--- config.mk ---
export PLATFORM = sky130hd
export DESIGN_NAME = prs_clkout
export DESIGN_NICKNAME = d
export VERILOG_FILES = /design/src/rtl/prs_pkg.sv /design/src/rtl/prs_regs.sv /design/src/rtl/prs_datapath.sv /design/src/rtl/prs_clkout.sv
export SDC_FILE = /design/constraint.sdc
export NUM_CORES = 1
export LEC_CHECK = 0
export BUFFER_PORTS_ARGS = -buffer_cell sky130_fd_sc_hd__buf_2
export CORE_MARGIN = 2
export CORE_UTILIZATION = 25
export CTS_BUF_LIST = sky130_fd_sc_hd__clkbuf_8
export DETAILED_ROUTE_END_ITERATION = 6
export HOLD_SLACK_MARGIN = 0.06
export PLACE_DENSITY_LB_ADDON = 0.1
export SYNTH_ARGS = -nofsm -noshare
export SYNTH_HDL_FRONTEND = slang
export SYNTH_SLANG_ARGS = --single-unit
--- constraint.sdc ---
create_clock -name clk -period 2.48 [get_ports clk]
set_input_delay 0.248 -clock clk [delete_from_list [all_inputs] [get_ports clk]]
set_output_delay 0.248 -clock clk [all_outputs]
set_load 0.02 [all_outputs]
--- src/rtl/prs_pkg.sv ---
package prs_pkg;
  localparam int PRS_W  = 4;
  localparam int PORT_W = 4;
  localparam int SEL_W  = 2;
  localparam int ADDR_W = 2;

  localparam logic [ADDR_W-1:0] ADDR_PRS  = 2'd0;
  localparam logic [ADDR_W-1:0] ADDR_CTL  = 2'd1;
  localparam logic [ADDR_W-1:0] ADDR_DATA = 2'd2;
  localparam logic [ADDR_W-1:0] ADDR_HIZ  = 2'd3;

  localparam logic [PRS_W-1:0] PRS_RESET = '1;

  // Configuration handed from the register side to the datapath
  typedef struct packed {
    logic [PRS_W-1:0]  prsm;
    logic              clkOutEn;
    logic [SEL_W-1:0]  clkSel;
    logic [PORT_W-1:0] portData;
    logic [PORT_W-1:0] hiZ;
  } prs_cfg_t;
endpackage

--- src/rtl/prs_regs.sv ---
module prs_regs
  import prs_pkg::*;
(
  input  logic              clk,
  input  logic              rstN,
  input  logic              busWr,
  input  logic [ADDR_W-1:0] busAddr,
  input  logic [PRS_W-1:0]  busWdata,
  output logic [PRS_W-1:0]  busRdata,
  output prs_cfg_t          cfg
);
  // Bit positions inside the clock-output control register
  localparam int EN_BIT = 3;

  always_ff @(posedge clk or negedge rstN) begin
    if (!rstN) begin
      cfg.prsm     <= PRS_RESET;
      cfg.clkOutEn <= 1'b0;
      cfg.clkSel   <= '0;
      cfg.portData <= '1;
      cfg.hiZ      <= '0;
    end else if (busWr) begin
      unique case (busAddr)
        ADDR_PRS:  cfg.prsm <= busWdata;
        ADDR_CTL: begin
          cfg.clkOutEn <= busWdata[EN_BIT];
          cfg.clkSel   <= busWdata[SEL_W-1:0];
        end
        ADDR_DATA: cfg.portData <= busWdata;
        default:   cfg.hiZ <= busWdata;
      endcase
    end
  end

  always_comb begin
    busRdata = '0;
    unique case (busAddr)
      ADDR_PRS:  busRdata = cfg.prsm;
      ADDR_CTL: begin
        busRdata[EN_BIT]      = cfg.clkOutEn;
        busRdata[SEL_W-1:0]   = cfg.clkSel;
      end
      ADDR_DATA: busRdata = cfg.portData;
      default:   busRdata = cfg.hiZ;
    endcase
  end


  unused_bit_zero_chk: assert property (@(posedge clk) disable iff (!rstN)
    (busAddr == ADDR_CTL) |-> (busRdata[2] == 1'b0));


  prs_write_land_chk: assert property (@(posedge clk) disable iff (!rstN)
    (busWr && busAddr == ADDR_PRS) |=> (cfg.prsm == $past(busWdata)));


  data_write_land_chk: assert property (@(posedge clk) disable iff (!rstN)
    (busWr && busAddr == ADDR_DATA) |=> (cfg.portData == $past(busWdata)));
endmodule

--- src/rtl/prs_datapath.sv ---
module prs_datapath
  import prs_pkg::*;
#(
  parameter int TAP_A_LOG2 = 6,
  parameter int TAP_B_LOG2 = 9,
  parameter int CLK_PIN    = 3
) (
  input  logic              clk,
  input  logic              rstN,
  input  prs_cfg_t          cfg,
  output logic              prsClk,
  output logic [PORT_W-1:0] pinOut,
  output logic [PORT_W-1:0] pinOe
);
  localparam int RUN_W = PRS_W + 1;

  logic [PRS_W-1:0]      divCnt;
  logic                  prsQ;
  logic                  prsTerm;
  logic                  prsRise;
  logic [TAP_B_LOG2-1:0] riseCnt;
  logic                  tapA;
  logic                  tapB;
  logic                  clkMux;

  assign prsTerm = (divCnt == '0);
  assign prsRise = prsTerm && !prsQ;

  // Down-counter reloads from the live setting only at terminal count
  always_ff @(posedge clk or negedge rstN) begin
    if (!rstN) begin
      divCnt <= PRS_RESET;
      prsQ   <= 1'b0;
    end else if (prsTerm) begin
      divCnt <= cfg.prsm;
      prsQ   <= ~prsQ;
    end else begin
      divCnt <= divCnt - 1'b1;
    end
  end

  // Tap counter advances once per prescaled rising edge
  always_ff @(posedge clk or negedge rstN) begin
    if (!rstN) riseCnt <= '0;
    else if (prsRise) riseCnt <= riseCnt + 1'b1;
  end

  assign tapA   = riseCnt[TAP_A_LOG2-1];
  assign tapB   = riseCnt[TAP_B_LOG2-1];
  assign prsClk = prsQ;

  always_comb begin
    unique case (cfg.clkSel)
      2'd0:    clkMux = clk;
      2'd1:    clkMux = prsQ;
      2'd2:    clkMux = tapA;
      default: clkMux = tapB;
    endcase
  end

  for (genvar i = 0; i < PORT_W; i++) begin : g_pin
    if (i == CLK_PIN) begin : g_clk
      assign pinOut[i] = cfg.clkOutEn ? clkMux : cfg.portData[i];
    end else begin : g_plain
      assign pinOut[i] = cfg.portData[i];
    end
    assign pinOe[i] = ~cfg.hiZ[i];
  end

  // Half-period monitor: measures each level of prsClk as seen from outside
  logic             prsPrev;
  logic [RUN_W-1:0] runLen;
  logic [PRS_W-1:0] prsmQ;
  logic [PRS_W-1:0] lenExp;

  always_ff @(posedge clk or negedge rstN) begin
    if (!rstN) begin
      prsPrev <= 1'b0;
      runLen  <= '0;
      prsmQ   <= PRS_RESET;
      lenExp  <= PRS_RESET;
    end else begin
      prsPrev <= prsClk;
      prsmQ   <= cfg.prsm;
      if (prsClk != prsPrev) begin
        runLen <= RUN_W'(1);
        lenExp <= prsmQ;
      end else begin
        runLen <= runLen + 1'b1;
      end
    end
  end


  half_period_len_chk: assert property (@(posedge clk) disable iff (!rstN)
    (prsClk != prsPrev) |-> (runLen == RUN_W'(lenExp) + RUN_W'(1)));


  tap_a_edge_chk: assert property (@(posedge clk) disable iff (!rstN)
    (tapA != $past(tapA)) |-> $rose(prsClk));


  tap_b_edge_chk: assert property (@(posedge clk) disable iff (!rstN)
    (tapB != $past(tapB)) |-> $rose(prsClk));
endmodule

--- src/rtl/prs_clkout.sv ---
module prs_clkout
  import prs_pkg::*;
(
  input  logic        clk,
  input  logic        rstN,
  input  logic        busWr,
  input  logic [1:0]  busAddr,
  input  logic [3:0]  busWdata,
  output logic [3:0]  busRdata,
  output logic        prsClk,
  output logic [3:0]  pinOut,
  output logic [3:0]  pinOe
);
  prs_cfg_t cfg;

  prs_regs u_regs (
    .clk      (clk),
    .rstN     (rstN),
    .busWr    (busWr),
    .busAddr  (busAddr),
    .busWdata (busWdata),
    .busRdata (busRdata),
    .cfg      (cfg)
  );

  prs_datapath #(
    .TAP_A_LOG2 (6),
    .TAP_B_LOG2 (9),
    .CLK_PIN    (3)
  ) u_dp (
    .clk    (clk),
    .rstN   (rstN),
    .cfg    (cfg),
    .prsClk (prsClk),
    .pinOut (pinOut),
    .pinOe  (pinOe)
  );


  hiz_to_oe_chk: assert property (@(posedge clk) disable iff (!rstN)
    (busWr && busAddr == ADDR_HIZ) |=> (pinOe == ~$past(busWdata)));
endmodule

==> impl_metrics.json <==
{
  "status": "completed",
  "timing.critical_path.arrival_ns": 2.19,
  "cap_violations": 0,
  "crit_path_max_incr_delay_ns": 0.46,
  "design.core.area_um2": 5473,
  "finalWorstSetupSlack_ns": 0.04103,
  "first_pass_grt_wire_length_mm": 4.974,
  "avgSynthCellArea_um2": 13.46,
  "worst_slew_pin_slew_ns": 0.6766,
  "drc": 0,
  "worst_skew_pair.late_latency_ns": 0.38,
  "combinationalPowerShare_pct": 24.5,
  "drtPass1Iterations": 4,
  "netSwitchingPower_uw": 538.7,
  "slew_headroom_pct": 54.89,
  "final_max_tran_viols": 0,
  "worstHoldPathType": "input pin to flip-flop",
  "powerDensity_nw_per_um2": 993.9,
  "drt-wirelength-per-cell_um": 13.95,
  "report.final.hold_viol_count": 0,
  "globalRoute.totalOverflow": 0,
  "timing.clock.skew_ns": 0.007404,
  "std_cell_rows": 27,
  "cellLeakagePower_nw": 0.7395,
  "filler_cell_count": 574,
  "vias": 883,
  "irDropWorstVdd_uv": 250.7,
  "floorplan.die.height_um": 78.84,
  "number_of_global_route_vias_before_repair": 997,
  "initial_core_util_pct": 25.58,
  "post_drt_via_cell_ratio": 4.350,
  "syn-instance-count": 104,
  "globalplace.congestion": 0.7680,
  "power_switching_share_pct": 32.04,
  "grt_antenna_before_repair": 0,
  "worst_slack_after_detailed_placement_ns": 0.1633,
  "synth_fp_nets": 115,
  "area_growth_syn_to_layout_pct": 20.82,
  "grt_start_max_net_pins": 30,
  "ys_types": 28,
  "groute.usage.overall_pct": 10.79,
  "synth_seq_cells": 29,
  "dp_hpwl_mm": 1.989,
  "io_buffer_count": 21,
  "internal_cell_power_mw": 1.143,
  "final_nets": 141,
  "worstPathRequired_ns": 2.23,
  "crit_path_cell_trace": "buf_8 -> mux4_2 -> mux2_4 -> buf_6",
  "synth_sequential_area_ratio_pct": 52.90,
  "postCtsSetupRepairBufs": 0,
  "synth_area_um2": 1400,
  "power.sequential.fraction_pct": 45.2,
  "worst_setup_path_end_kind": "output pin",
  "critPathMaxFanout": 2,
  "first_iter_violations": 60,
  "critical_path_class": "clock port to output pin",
  "grt_setup_unrepaired": "no",
  "io_pins": 22,
  "crit_path_top_delay_cell": "mux4_2",
  "mostFrequentLayoutCells": "buf_2 (20), mux2_2 (17), dfrtp_1 (17)",
  "timing.setup.tns_ns": 0,
  "path_clk_slew_ns": 0.06,
  "final_layout_size_suffix_gt1_share_pct": 49.62,
  "tritoncts_clock_tree": "done",
  "die_w_um": 78.84,
  "power_frac_clock_pct": 30.3,
  "ys.warnings.count": 0,
  "routed_wirelength_mm": 2.832,
  "critical_path.startpoint_type": "clock port",
  "setup_viol": 0,
  "layout_commonest_cell": "buf_2",
  "antenna_cells": 0,
  "floorplan.die_area_um2": 6215,
  "ant_nets": 0
}
## logic make-up after synthesis
logic type               Yosys count  synth area share, %
flip-flops                        29                52.90
AO/OA/AOI/OAI                      7                3.127
multiplexers                      23                21.63
XOR/XNOR                           9                5.630
adder cells (fa/ha/maj)            2                1.787
buffers and inverters             13                4.468
AND/OR/NAND/NOR                   21                10.46
## synth_stat cells
| library cell | n | area [µm²] |
|---|---|---|
| nand3b_1 | 2 | 15.01 |
| mux4_2 | 4 | 90.09 |
| and4_1 | 1 | 8.760 |
| dfstp_2 | 12 | 315.3 |
| nand2_1 | 3 | 11.26 |
| a21oi_1 | 1 | 5.000 |
| o21ai_0 | 3 | 15.01 |
| nor4b_4 | 1 | 23.77 |
| nor2b_1 | 1 | 6.260 |
| nor3b_2 | 1 | 12.51 |
| o31ai_1 | 2 | 15.01 |
| inv_1 | 8 | 30.03 |
| and2_1 | 1 | 6.260 |
| nand3_1 | 4 | 20.02 |
| nand4_1 | 2 | 12.51 |
| nor2_1 | 1 | 3.750 |
| nor3_1 | 1 | 5.000 |
| ha_1 | 2 | 25.02 |
| buf_4 | 3 | 22.52 |
| mux2_2 | 18 | 202.7 |
| dfrtp_1 | 17 | 425.4 |
| and3_1 | 2 | 12.51 |
| a22o_1 | 1 | 8.760 |
| and2b_2 | 1 | 8.760 |
| xor2_1 | 2 | 17.52 |
| mux2i_1 | 1 | 10.01 |
| buf_2 | 2 | 10.01 |
| xnor2_1 | 7 | 61.31 |
## worst max-delay path: cells and delay by family
kind / cells / cell delay [ns]
buffers and inverters: 2 / 0.22
muxes: 2 / 0.74
## timing repair
| action | CTS | global route |
|---|---|---|
| hold buffers | 1 | 0 |
| endpoints found under the setup margin | 1 | 1 |
| hold endpoints to repair | 17 | 0 |
| resized for setup | 3 | 1 |
## sequential cells by signal (all words and copies together), names as in the netlist
name,count
u_dp.divCnt,4
u_dp.prsClk,1
u_dp.riseCnt,9
u_regs.cfg,15
## power groups by stage
stage | Clock [mW] | Combinational [mW] | Sequential, mW
2_1_floorplan | 0.0341 | 0.318 | 0.742
3_3_place_gp | 0.0392 | 0.411 | 0.763
3_5_place_dp | 0.0392 | 0.421 | 0.766
4_1_cts | 0.519 | 0.422 | 0.762
5_1_grt | 0.551 | 0.471 | 0.782
6_report | 0.510 | 0.412 | 0.760
## area by class of cell
type | instances | area [µm²] | area share [%]
Multi-Input combinational cell | 62 | 600.6 | 35.50
Timing Repair Buffer | 21 | 110.1 | 6.509
Clock buffer | 8 | 108.9 | 6.435
Sequential cell | 29 | 740.7 | 43.79
Tap cell | 72 | 90.09 | 5.325
Clock inverter | 3 | 11.26 | 0.6657
Inverter | 8 | 30.03 | 1.775
## per-layer routing
| layer | share of wire, % | track usage (%) | up-vias |
|---|---|---|---|
| met4 | 2.1 | 6.552 | 0 |
| met1 | 47 | 14.09 | 439 |
| met5 | 0 | 0 | - |
| met2 | 46 | 15.56 | 19 |
| li1 | - | - | 418 |
| met3 | 4.9 | 3.409 | 7 |
## per-stage QoR
step	util [%]	hold WS (ns)	total power [mW]	cell area (µm²)	cells
6_report	30.91	0.1076	1.681	1692	203
5_1_grt	30.91	0.1278	1.805	1692	203
4_1_cts	30.89	0.1050	1.703	1690	203
3_5_place_dp	28.56	0.3345	1.226	1563	192
3_3_place_gp	28.56	0.3334	1.214	1563	192
2_1_floorplan	-	-0.04759	1.094	1400	104
## worst paths after layout
check	depth (start not counted)	slack (ns)	start	endpoint
setup / recovery	4	0.04	clk	pinOut[3]
hold / removal	3	0.11	busWdata[1]	u_regs.cfg[12]$_DFFE_PN1P_
setup reg to reg	4	0.82	u_dp.divCnt[0]$_DFF_PN1_	u_dp.riseCnt[1]$_DFFE_PN0P_
hold reg to reg	1	0.47	u_dp.riseCnt[6]$_DFFE_PN0P_	u_dp.riseCnt[6]$_DFFE_PN0P_
max in group asynchronous	2	1.60	rstN	u_dp.riseCnt[6]$_DFFE_PN0P_
min in group asynchronous	2	0.44	rstN	u_regs.cfg[10]$_DFFE_PN0P_
Note: power is estimated with default switching activity, not from simulation.
